File: src/rtl/rxr_pkg.sv
package rxr_pkg;
  localparam int SEL_W     = 2;
  localparam logic [SEL_W-1:0] SEL_STAT = 2'd0;
  localparam logic [SEL_W-1:0] SEL_LEN  = 2'd1;
  localparam int EMPTY_BIT = 15;
  localparam int WRAP_BIT  = 13;
  localparam int FCS_BYTES = 4;
  localparam logic [1:0] REG_BASE  = 2'd0;
  localparam logic [1:0] REG_EVT   = 2'd1;
  localparam logic [1:0] REG_RSTAT = 2'd2;
  typedef enum logic [2:0] {S_IDLE, S_RD, S_CHK, S_WLEN, S_WST} eng_state_t;
endpackage

File: src/rtl/rxr_desc_mem.sv
module rxr_desc_mem #(
  parameter int AW = 5,
  parameter int DW = 16
) (
  input  logic          clk,
  input  logic          we,
  input  logic [AW-1:0] waddr,
  input  logic [DW-1:0] wdata,
  input  logic [AW-1:0] raddr_a,
  output logic [DW-1:0] rdata_a,
  input  logic [AW-1:0] raddr_b,
  output logic [DW-1:0] rdata_b
);
  localparam int WORDS = 2 ** AW;

  logic [DW-1:0] mem [WORDS];

  always_ff @(posedge clk) begin
    if (we) mem[waddr] <= wdata;
    rdata_a <= mem[raddr_a];
    rdata_b <= mem[raddr_b];
  end
endmodule

File: src/rtl/rxr_ctl_regs.sv
module rxr_ctl_regs #(
  parameter int IDX_W = 3,
  parameter int CNT_W = 16
) (
  input  logic             clk,
  input  logic             rst,
  input  logic             ctl_we,
  input  logic [1:0]       ctl_addr,
  input  logic [IDX_W-1:0] ctl_wdata,
  input  logic             halt_set,
  input  logic [1:0]       drop_n,
  output logic [IDX_W-1:0] base_q,
  output logic             busy_q,
  output logic             halted_q,
  output logic [CNT_W-1:0] drop_cnt_q
);
  import rxr_pkg::*;

  logic clr_busy, clr_halt;
  assign clr_busy = ctl_we && (ctl_addr == REG_EVT)   && ctl_wdata[0];
  assign clr_halt = ctl_we && (ctl_addr == REG_RSTAT) && ctl_wdata[0];

  always_ff @(posedge clk) begin
    if (rst) begin
      base_q     <= '0;
      busy_q     <= 1'b0;
      halted_q   <= 1'b0;
      drop_cnt_q <= '0;
    end else begin
      if (ctl_we && ctl_addr == REG_BASE) base_q <= ctl_wdata;
      if (halt_set)      busy_q <= 1'b1;
      else if (clr_busy) busy_q <= 1'b0;
      if (halt_set)      halted_q <= 1'b1;
      else if (clr_halt) halted_q <= 1'b0;
      drop_cnt_q <= drop_cnt_q + CNT_W'(drop_n);
    end
  end

  // halted holds until an explicit release write
  p_halt_sticky_r6: assert property (@(posedge clk) disable iff (rst)
    (halted_q && !clr_halt) |=> halted_q);
  // busy only leaves through a write-one clear
  p_busy_w1c_r7: assert property (@(posedge clk) disable iff (rst)
    (busy_q && !clr_busy) |=> busy_q);
  // counter only moves when a frame is dropped
  p_drop_stable_r9: assert property (@(posedge clk) disable iff (rst)
    (drop_n == 2'd0) |=> $stable(drop_cnt_q));
endmodule

File: src/rtl/rxr_engine.sv
module rxr_engine #(
  parameter int IDX_W = 3,
  parameter int DATA_W = 16,
  parameter int ERR_W = 6
) (
  input  logic                      clk,
  input  logic                      rst,
  input  logic                      rx_en,
  input  logic                      frm_valid,
  input  logic [DATA_W-1:0]         frm_len,
  input  logic [ERR_W-1:0]          frm_err,
  input  logic                      host_we,
  input  logic                      halted,
  input  logic [IDX_W-1:0]          base,
  input  logic [DATA_W-1:0]         rd_q,
  output logic [IDX_W+1:0]          eng_raddr,
  output logic                      eng_we,
  output logic [IDX_W+1:0]          eng_waddr,
  output logic [DATA_W-1:0]         eng_wdata,
  output logic                      halt_set,
  output logic [1:0]                drop_n
);
  import rxr_pkg::*;

  eng_state_t        state;
  logic [IDX_W-1:0]  cur_idx;
  logic              en_d;
  logic [DATA_W-1:0] len_q;
  logic [ERR_W-1:0]  err_q;
  logic [DATA_W-1:0] stat_q;
  logic [DATA_W-1:0] stat_new;
  logic              late_drop;
  logic              wr_slot;

  assign wr_slot = rx_en && !host_we;

  always_ff @(posedge clk) begin
    if (rst) begin
      state   <= S_IDLE;
      cur_idx <= '0;
      en_d    <= 1'b0;
      len_q   <= '0;
      err_q   <= '0;
      stat_q  <= '0;
    end else begin
      en_d <= rx_en;
      if (rx_en && !en_d) cur_idx <= base;
      if (!rx_en) begin
        state <= S_IDLE;
      end else begin
        case (state)
          S_IDLE: if (frm_valid && !halted) begin
            len_q <= frm_len + DATA_W'(FCS_BYTES);
            err_q <= frm_err;
            state <= S_RD;
          end
          S_RD:  state <= S_CHK;
          S_CHK: begin
            if (rd_q[EMPTY_BIT]) begin
              stat_q <= rd_q;
              state  <= S_WLEN;
            end else begin
              state  <= S_IDLE;
            end
          end
          S_WLEN: if (!host_we) state <= S_WST;
          S_WST: if (!host_we) begin
            state   <= S_IDLE;
            cur_idx <= stat_q[WRAP_BIT] ? base : cur_idx + 1'b1;
          end
          default: state <= S_IDLE;
        endcase
      end
    end
  end

  always_comb begin
    stat_new              = stat_q;
    stat_new[EMPTY_BIT]   = 1'b0;
    stat_new[ERR_W-1:0]   = err_q;
  end

  assign eng_raddr = {cur_idx, SEL_STAT};
  assign eng_we    = wr_slot && (state == S_WLEN || state == S_WST);
  assign eng_waddr = {cur_idx, (state == S_WLEN) ? SEL_LEN : SEL_STAT};
  assign eng_wdata = (state == S_WLEN) ? len_q : stat_new;
  assign halt_set  = rx_en && (state == S_CHK) && !rd_q[EMPTY_BIT];
  assign late_drop = frm_valid && rx_en && (state != S_IDLE || halted);
  assign drop_n    = {1'b0, late_drop} + {1'b0, halt_set};

  // a descriptor found owned by the host is never written
  p_owned_skip_r1: assert property (@(posedge clk) disable iff (rst)
    (state == S_CHK && rx_en && !rd_q[EMPTY_BIT]) |=> !eng_we);
  // a wrap-flagged fill returns to the base index
  p_wrap_base_r2: assert property (@(posedge clk) disable iff (rst)
    (state == S_WST && wr_slot && stat_q[WRAP_BIT]) |=> cur_idx == $past(base));
  // no descriptor traffic while halted
  p_quiet_halt_r6: assert property (@(posedge clk) disable iff (rst)
    halted |-> !eng_we);
  // enabling restarts the ring at base
  p_enable_base_r8: assert property (@(posedge clk) disable iff (rst)
    $rose(rx_en) |=> cur_idx == $past(base));
  // engine yields the write port to the host
  p_host_wins_r10: assert property (@(posedge clk) disable iff (rst)
    host_we |-> !eng_we);
endmodule

File: src/rtl/rxbd_ring.sv
module rxbd_ring #(
  parameter int IDX_W  = 3,
  parameter int DATA_W = 16,
  parameter int ERR_W  = 6,
  parameter int CNT_W  = 16
) (
  input  logic              clk,
  input  logic              rst,
  input  logic              rx_en,
  input  logic              frm_valid,
  input  logic [DATA_W-1:0] frm_len,
  input  logic [ERR_W-1:0]  frm_err,
  input  logic              host_we,
  input  logic [IDX_W+1:0]  host_addr,
  input  logic [DATA_W-1:0] host_wdata,
  output logic [DATA_W-1:0] host_rdata,
  input  logic              ctl_we,
  input  logic [1:0]        ctl_addr,
  input  logic [IDX_W-1:0]  ctl_wdata,
  output logic              evt_busy,
  output logic              rx_halted,
  output logic [CNT_W-1:0]  drop_cnt
);
  localparam int AW = IDX_W + 2;

  logic [IDX_W-1:0]  base_q;
  logic [DATA_W-1:0] eng_q;
  logic [AW-1:0]     eng_raddr, eng_waddr, m_waddr;
  logic              eng_we, m_we, halt_set;
  logic [DATA_W-1:0] eng_wdata, m_wdata;
  logic [1:0]        drop_n;

  assign m_we    = host_we || eng_we;
  assign m_waddr = host_we ? host_addr  : eng_waddr;
  assign m_wdata = host_we ? host_wdata : eng_wdata;

  rxr_desc_mem #(.AW(AW), .DW(DATA_W)) u_mem (
    .clk(clk), .we(m_we), .waddr(m_waddr), .wdata(m_wdata),
    .raddr_a(host_addr), .rdata_a(host_rdata),
    .raddr_b(eng_raddr), .rdata_b(eng_q)
  );

  rxr_engine #(.IDX_W(IDX_W), .DATA_W(DATA_W), .ERR_W(ERR_W)) u_eng (
    .clk(clk), .rst(rst), .rx_en(rx_en), .frm_valid(frm_valid),
    .frm_len(frm_len), .frm_err(frm_err), .host_we(host_we),
    .halted(rx_halted), .base(base_q), .rd_q(eng_q),
    .eng_raddr(eng_raddr), .eng_we(eng_we), .eng_waddr(eng_waddr),
    .eng_wdata(eng_wdata), .halt_set(halt_set), .drop_n(drop_n)
  );

  rxr_ctl_regs #(.IDX_W(IDX_W), .CNT_W(CNT_W)) u_regs (
    .clk(clk), .rst(rst), .ctl_we(ctl_we), .ctl_addr(ctl_addr),
    .ctl_wdata(ctl_wdata), .halt_set(halt_set), .drop_n(drop_n),
    .base_q(base_q), .busy_q(evt_busy), .halted_q(rx_halted),
    .drop_cnt_q(drop_cnt)
  );
endmodule

File: config.mk
export PLATFORM = sky130hd
export DESIGN_NAME = rxbd_ring
export DESIGN_NICKNAME = d
export VERILOG_FILES = /design/src/rtl/rxr_pkg.sv /design/src/rtl/rxr_desc_mem.sv /design/src/rtl/rxr_ctl_regs.sv /design/src/rtl/rxr_engine.sv /design/src/rtl/rxbd_ring.sv
export SDC_FILE = /design/constraint.sdc
export NUM_CORES = 1
export LEC_CHECK = 0
export BUFFER_PORTS_ARGS = -buffer_cell sky130_fd_sc_hd__buf_2
export CORE_AREA = 3 3 210 212
export CTS_BUF_LIST = sky130_fd_sc_hd__clkbuf_4 sky130_fd_sc_hd__clkbuf_8
export DETAILED_ROUTE_END_ITERATION = 12
export DIE_AREA = 0 0 213 215
export GPL_TIMING_DRIVEN = 0
export PLACE_DENSITY = 0.81
export SLEW_MARGIN = 0
export SYNTH_ARGS = -nofsm -noshare
export SYNTH_HDL_FRONTEND = slang
export SYNTH_SLANG_ARGS = --single-unit
File: constraint.sdc
create_clock -name clk -period 7 [get_ports clk]
set_input_delay 0.7 -clock clk [delete_from_list [all_inputs] [get_ports clk]]
set_output_delay 0.7 -clock clk [all_outputs]
set_load 0.1 [all_outputs]
After elaboration in Yosys (flattened, before gate mapping)
Memory sizes are Yosys's and may differ from the RTL's. A register that Yosys moved wholly into a read port is not among the register bits.
Cells that the tools add are included.
{"block": "word_totals", "reg_bits": 65, "latchBits": 0, "ramBits": 512, "mem_bits_ro": 0, "output_inout_bits": 34, "word_cells": 74, "mem_count": 1}
{"name": "u_mem.mem", "words": 32, "width": 16, "rd": 2, "rd_ports_with_merged_regs": 2, "write_ports": 1, "line_no": "rxr_desc_mem.sv:16", "rtl": "logic [DW-1:0] mem [WORDS];"}
{"block": "classes", "add_sub_neg": 4, "mul": 0, "n_div": 0, "magnitude_cmp": 0, "n_eq_ne": 9, "n_shift": 0, "mux": 20, "n_bitwise": 1, "n_reduce_logical": 29}
{"operator": "2-to-1 mux 16 bit", "n": 2}
{"operator": "2-to-1 mux 3 bit", "n": 8}
{"operator": "adder 16 x 2 -> 16 bit", "n": 1}
{"operator": "adder 16 x 3 -> 16 bit, second input constant", "n": 1}
{"operator": "case mux 3 bit (5 select lines)", "n": 1}
{"operator": "logical AND 1 bit", "n": 13}
{"operator": "AND reduction 3 bit", "n": 3}
{"operator": "2-to-1 mux 1 bit", "n": 7}
{"operator": "equality test 3 x 2 -> 1 bit, second input constant", "n": 2}
{"operator": "2-to-1 mux 5 bit", "n": 1}
{"operator": "zero test 1 bit", "n": 4}
{"operator": "!= test 2 bit, second input constant", "n": 2}
{"operator": "nonzero test 2 bit", "n": 2}
{"operator": "adder 3 x 1 -> 3 bit, second input constant", "n": 1}
{"operator": "equality test 3 x 1 -> 1 bit, second input constant", "n": 1}
{"operator": "equality test 3 bit, second input constant", "n": 1}
{"operator": "zero test 3 bit", "n": 1}
{"operator": "logical OR 1 bit", "n": 3}
{"operator": "nonzero test 3 bit", "n": 1}
{"operator": "adder 1 x 1 -> 2 bit", "n": 1}
{"operator": "equality test 2 x 1 -> 1 bit, second input constant", "n": 1}
{"operator": "equality test 2 bit, second input constant", "n": 1}
{"operator": "zero test 2 bit", "n": 1}
{"operator": "2-to-1 mux 2 bit", "n": 1}
{"operator": "3 further kinds", "n": 3}

Depth between registers and ports, before layout
{"block": "logic_depth", "depth_word": 6, "mapped_depth": 11, "ltp_nobuf": 11}

Cells and area by module
A second synthesis with hierarchy kept.
{"block": "unflattened", "hier_cells": 2115, "hier_area_um2": 28672.5}
{"module": "rxr_desc_mem", "n_inst": 1, "cells_each": 1728, "area_per_inst_um2": 25431.9, "seq_area_each_um2": 16015.4}
{"module": "rxr_engine", "n_inst": 1, "cells_each": 266, "area_per_inst_um2": 2047.0, "seq_area_each_um2": 760.7}
{"module": "rxr_ctl_regs", "n_inst": 1, "cells_each": 97, "area_per_inst_um2": 928.4, "seq_area_each_um2": 420.4}
{"module": "rxbd_ring", "n_inst": 1, "cells_each": 24, "area_per_inst_um2": 265.3, "seq_area_each_um2": 0.0}

Least setup slack after synthesis
OpenSTA, ideal clock, no wires.
{"block": "synth_path", "kind": "input-to-reg", "startpoint": "input host_we", "endpoint": "memory u_mem.mem[0][15], data pin", "setup_ns": 0.454, "arrival_ns": 2.363, "required_ns": 6.546, "slack_ns": 4.183, "stages": 4, "n_path_buf": 1, "path_cell_list": "clkbuf_1 > inv_2 > nand2_1 > o21ai_0"}
{"block": "synth_via", "elab_chain_cells": 1}
{"element": "start, declared", "line_no": "rxbd_ring.sv:13", "rtl": "input logic host_we,"}
{"element": "2-to-1 mux 16 bit", "line_no": "rxbd_ring.sv:35", "rtl": "assign m_wdata = host_we ? host_wdata : eng_wdata;"}
{"element": "named net m_wdata[15]", "line_no": "rxbd_ring.sv:30", "rtl": "logic [DATA_W-1:0] eng_wdata, m_wdata;"}
{"element": "end, declared", "line_no": "rxr_desc_mem.sv:16"}
The timed path passes the listed nets, and every way through them passes these cells.

Worst setup path after layout
{"block": "layout_path", "startpoint": "input host_we", "endpoint": "memory u_mem.mem[7][2] (enable)"}
{"block": "layout_via", "elab_chain_cells": 6, "word_cells_on_any_way": 7, "classes_between": "3 x mux; 4 x reduce/logical"}
{"element": "zero test 1 bit"}
{"element": "logical AND 1 bit", "line_no": "rxr_engine.sv:35", "rtl": "assign wr_slot = rx_en && !host_we;"}
{"element": "logical AND 1 bit", "line_no": "rxr_engine.sv:84", "rtl": "assign eng_we = wr_slot && (state == S_WLEN || state == S_WST);"}
{"element": "logical OR 1 bit", "line_no": "rxbd_ring.sv:33", "rtl": "assign m_we = host_we || eng_we;"}
{"element": "2-to-1 mux 1 bit", "line_no": "rxr_desc_mem.sv:19", "rtl": "if (we) mem[waddr] <= wdata;"}
{"element": "2-to-1 mux 1 bit (not written as such)", "line_no": "rxr_desc_mem.sv:19"}
Several ways; a longest one is shown, not always the timed one.

==> results_dict.tcl <==
set metrics [dict create \
    fin_area_mm2 0.02770 \
    dr.pass1.iters 6 \
    final-hold-violation-count 0 \
    vias 15110 \
    fin_tns_setup_ps 0 \
    ctsHoldBuffers 0 \
    final-max-slew-violation-count 0 \
    max_cap_viol_count 0 \
    drive_above_1_share 0.2182 \
    pwr-share-comb 0.079 \
    synth_edf_count 512 \
    grt_first_pass_wirelength_um 93430 \
    status "completed" \
    crit_path_start_kind "primary input" \
    finalSetupViolations 0 \
    post_drt_wl_per_cell_um 26.94 \
    synth_cell_type_count 49 \
    final_core_util 0.6574 \
    rows 75 \
    synth_area_per_cell_um2 15.45 \
    cts.sink_count 597 \
    r2r_slack_ps 3890 \
    dp_worst_setup_slack_ps 2833 \
    yosys.area_share.simple 0.05734 \
    p_int_mw 5.785 \
    synthMuxAreaShare 0.1404 \
    cts_setup_buffers 0 \
    root_buffer "clkbuf_8" \
    boundaryPins 88 \
    synthFlopType "edfxtp_1" \
    syn_nets 1614 \
    p_per_area_mw_per_mm2 274.1 \
    layout_worst_path_cycle_share 0.4724 \
    gp_congestion 0.9340 \
    synth_fa_ha_area_frac 0.002393 \
    clock_skew_ps 21.31 \
    cts_buffer_depth 3 \
    tightest_slew_ps 1059 \
    synth_top_family_by_area "multiplexers" \
    drtIter0Drc 1852 \
    synth-seq-cells 597 \
    grtUsageTotal 0.2797 \
    p_seq_frac 0.520 \
    synth_xor_area_frac 0.008013 \
    antenna_left 0 \
    required_ps 7380 \
    ir_worst_vdd_v 0.0002223 \
    grt_max_degree 33 \
    yosysWarnings 0 \
    area_growth_pct 15.19 \
    critPathCaptureType "register" \
    grt_overflow 0 \
    ff2ff_path_depth 7 \
    fin_ws_ps 3693 \
    met1_length_um 23290 \
    start_util 0.5707 \
    post-dp-hpwl_um 42270 \
    dr_wl_met2_um 30490 \
    cts_max_level 3 \
    clk_pin_slew_ps 70 \
    sw_frac_of_total 0.2380 \
    power_switching_mw 1.807 \
    period_needed_ps 3307 \
    wirelength_um 63920 \
    wl_met3_um 7711 \
    fin_nets 1816 \
    grt_pass1_vias 14930 \
    die_x_um 213 \
    critPathArrivalTime_ps 3690 \
    cp_max_fo 10 \
    fmax_ghz 0.3024 \
    cts_tree "done" \
    hold_path_class "in2reg" \
    dpl_cell_area_mm2 0.02572 \
    cts_inserted_buffers 92 \
    slew_headroom 0.2892 \
    clkPwrFrac 0.402 \
    p_leak_nw 10.00 \
    dieArea_mm2 0.04580 \
    dieHeight_um 215 \
    critPathKind "in2reg" \
    async_flop_share 0 \
    io_buffers 83 \
    routed_via_density 6.369 \
    syn_inst 1556 \
    antenna_found_initial 1 \
    clk_latency_ps 690 \
    synth.cell_area_mm2 0.02405 \
    synth-compound-area-share 0.06135 \
    drc 0 \
    hold_depth 2 \
    core_mm2 0.04213 \
    highest_layer "met5" \
    rsz0062_at_grt "false" \
    ys_seq_area_frac 0.7101 \
    cts-resized-gates 0 \
]
[power by group through the flow]
stage	Clock [mW]	Combinational [mW]	Sequential, mW
after floorplan	0	0.270	4.10
after global placement	0	0.536	4.02
after detailed placement	0	0.582	4.02
after CTS	3.07	0.586	3.94
after global routing	3.23	0.621	3.94
final	3.05	0.598	3.94
[logic make-up (layout without fill, tap and decap cells)]
group,Yosys count,after routing
compound gates,221,221
fa+ha+maj,4,4
simple gates,296,296
other cells,0,1
flops,597,597
buf+inv,105,382
xor+xnor,22,22
mux,311,311
[per-stage QoR]
stage / cells / hold WS [ps] / power [mW]
floorplan: 1556 / 435.7 / 4.374
global placement: 2178 / 442.7 / 4.558
detailed placement: 2203 / 446.1 / 4.599
CTS: 2372 / 199.1 / 7.597
global route: 2372 / 230.9 / 7.799
finish: 2373 / 235.9 / 7.592
[synthesized netlist by cell type (2+ instances only)]
cell type	instances	area [um2]
inv_2	2	7.510
or3_1	8	50.05
mux2_2	10	112.6
clkbuf_1	33	123.9
nor3_1	23	115.1
edfxtp_1	512	15370
xor2_1	8	70.07
and4_1	2	17.52
mux2i_1	280	2803
ha_1	3	37.54
a21oi_1	56	280.3
dfxtp_1	85	1702
nor2b_1	8	50.05
a31oi_1	18	112.6
nor2_1	79	296.5
buf_2	40	200.2
nand2_1	93	349.1
nand4b_1	2	17.52
o21ai_1	18	90.09
a22oi_1	65	488.0
nand4_1	21	131.4
a211oi_1	13	97.59
mux4_2	20	450.4
a22o_1	32	280.3
buf_1	10	37.54
nand2b_1	5	31.28
xnor2_1	14	122.6
and3_1	4	25.02
a2111oi_1	2	20.02
buf_4	12	90.09
nand3_1	43	215.2
o21ai_0	11	55.05
inv_1	8	30.03
[routing by layer]
metal / global-route usage / vias to the layer above
met5: 0 / -
met4: 0.1087 / 2
met3: 0.08415 / 157
met2: 0.4389 / 982
met1: 0.3697 / 7497
li1: - / 6476
[cell type report]
cell class                 count  area (um2)
sequential                   597       17080
clock buffer                 138        1680
clock inverter                31       276.5
multi-input combinational    854        6666
fill                        2775       14430
tap                          539       674.4
antenna                        1       2.502
buffer                        95       451.7
timing repair buffer         108       834.6
inverter                      10       37.54
[worst max-delay path, stage by stage]
cell	delay, ps
clkbuf_1	450
clkbuf_1	540
nand3_1	740
nor2_1	1000
buf_6	250
[state kept, by name, summed over array words and instances, names as in the netlist]
name               count
u_eng.cur_idx          3
u_eng.en_d             1
u_eng.err_q            6
u_eng.len_q           16
u_eng.stat_q           9
u_eng.state            3
u_mem.mem            512
u_mem.rdata_a         16
u_mem.rdata_b         10
u_regs.base_q          3
u_regs.busy_q          1
u_regs.drop_cnt_q     16
u_regs.halted_q        1
[final timing paths]
kind	from	to
max	host_we	u_mem.mem[7][2]$_DFFE_PP_
min	frm_len[2]	u_eng.len_q[2]$_SDFFE_PP0P_
max reg2reg	u_eng.cur_idx[0]$_SDFF_PP0_	u_mem.mem[7][2]$_DFFE_PP_
min reg2reg	u_eng.len_q[1]$_SDFFE_PP0P_	u_eng.len_q[1]$_SDFFE_PP0P_
[cell usage in the layout (no fill, tap or decap), drive strengths merged, types with 18 or more instances in the layout]
master and instances:
nor2 80, mux4 20, mux2i 280, nand4 21, nand2 93, buf 170, o21ai 29, nand3 44
clkinv 22, a22o 32, clkbuf 171, a31oi 18, a22oi 65, edfxtp 512, dfxtp 85, nor3 23
a21oi 56
Note: power is estimated with default switching activity, not from simulation.
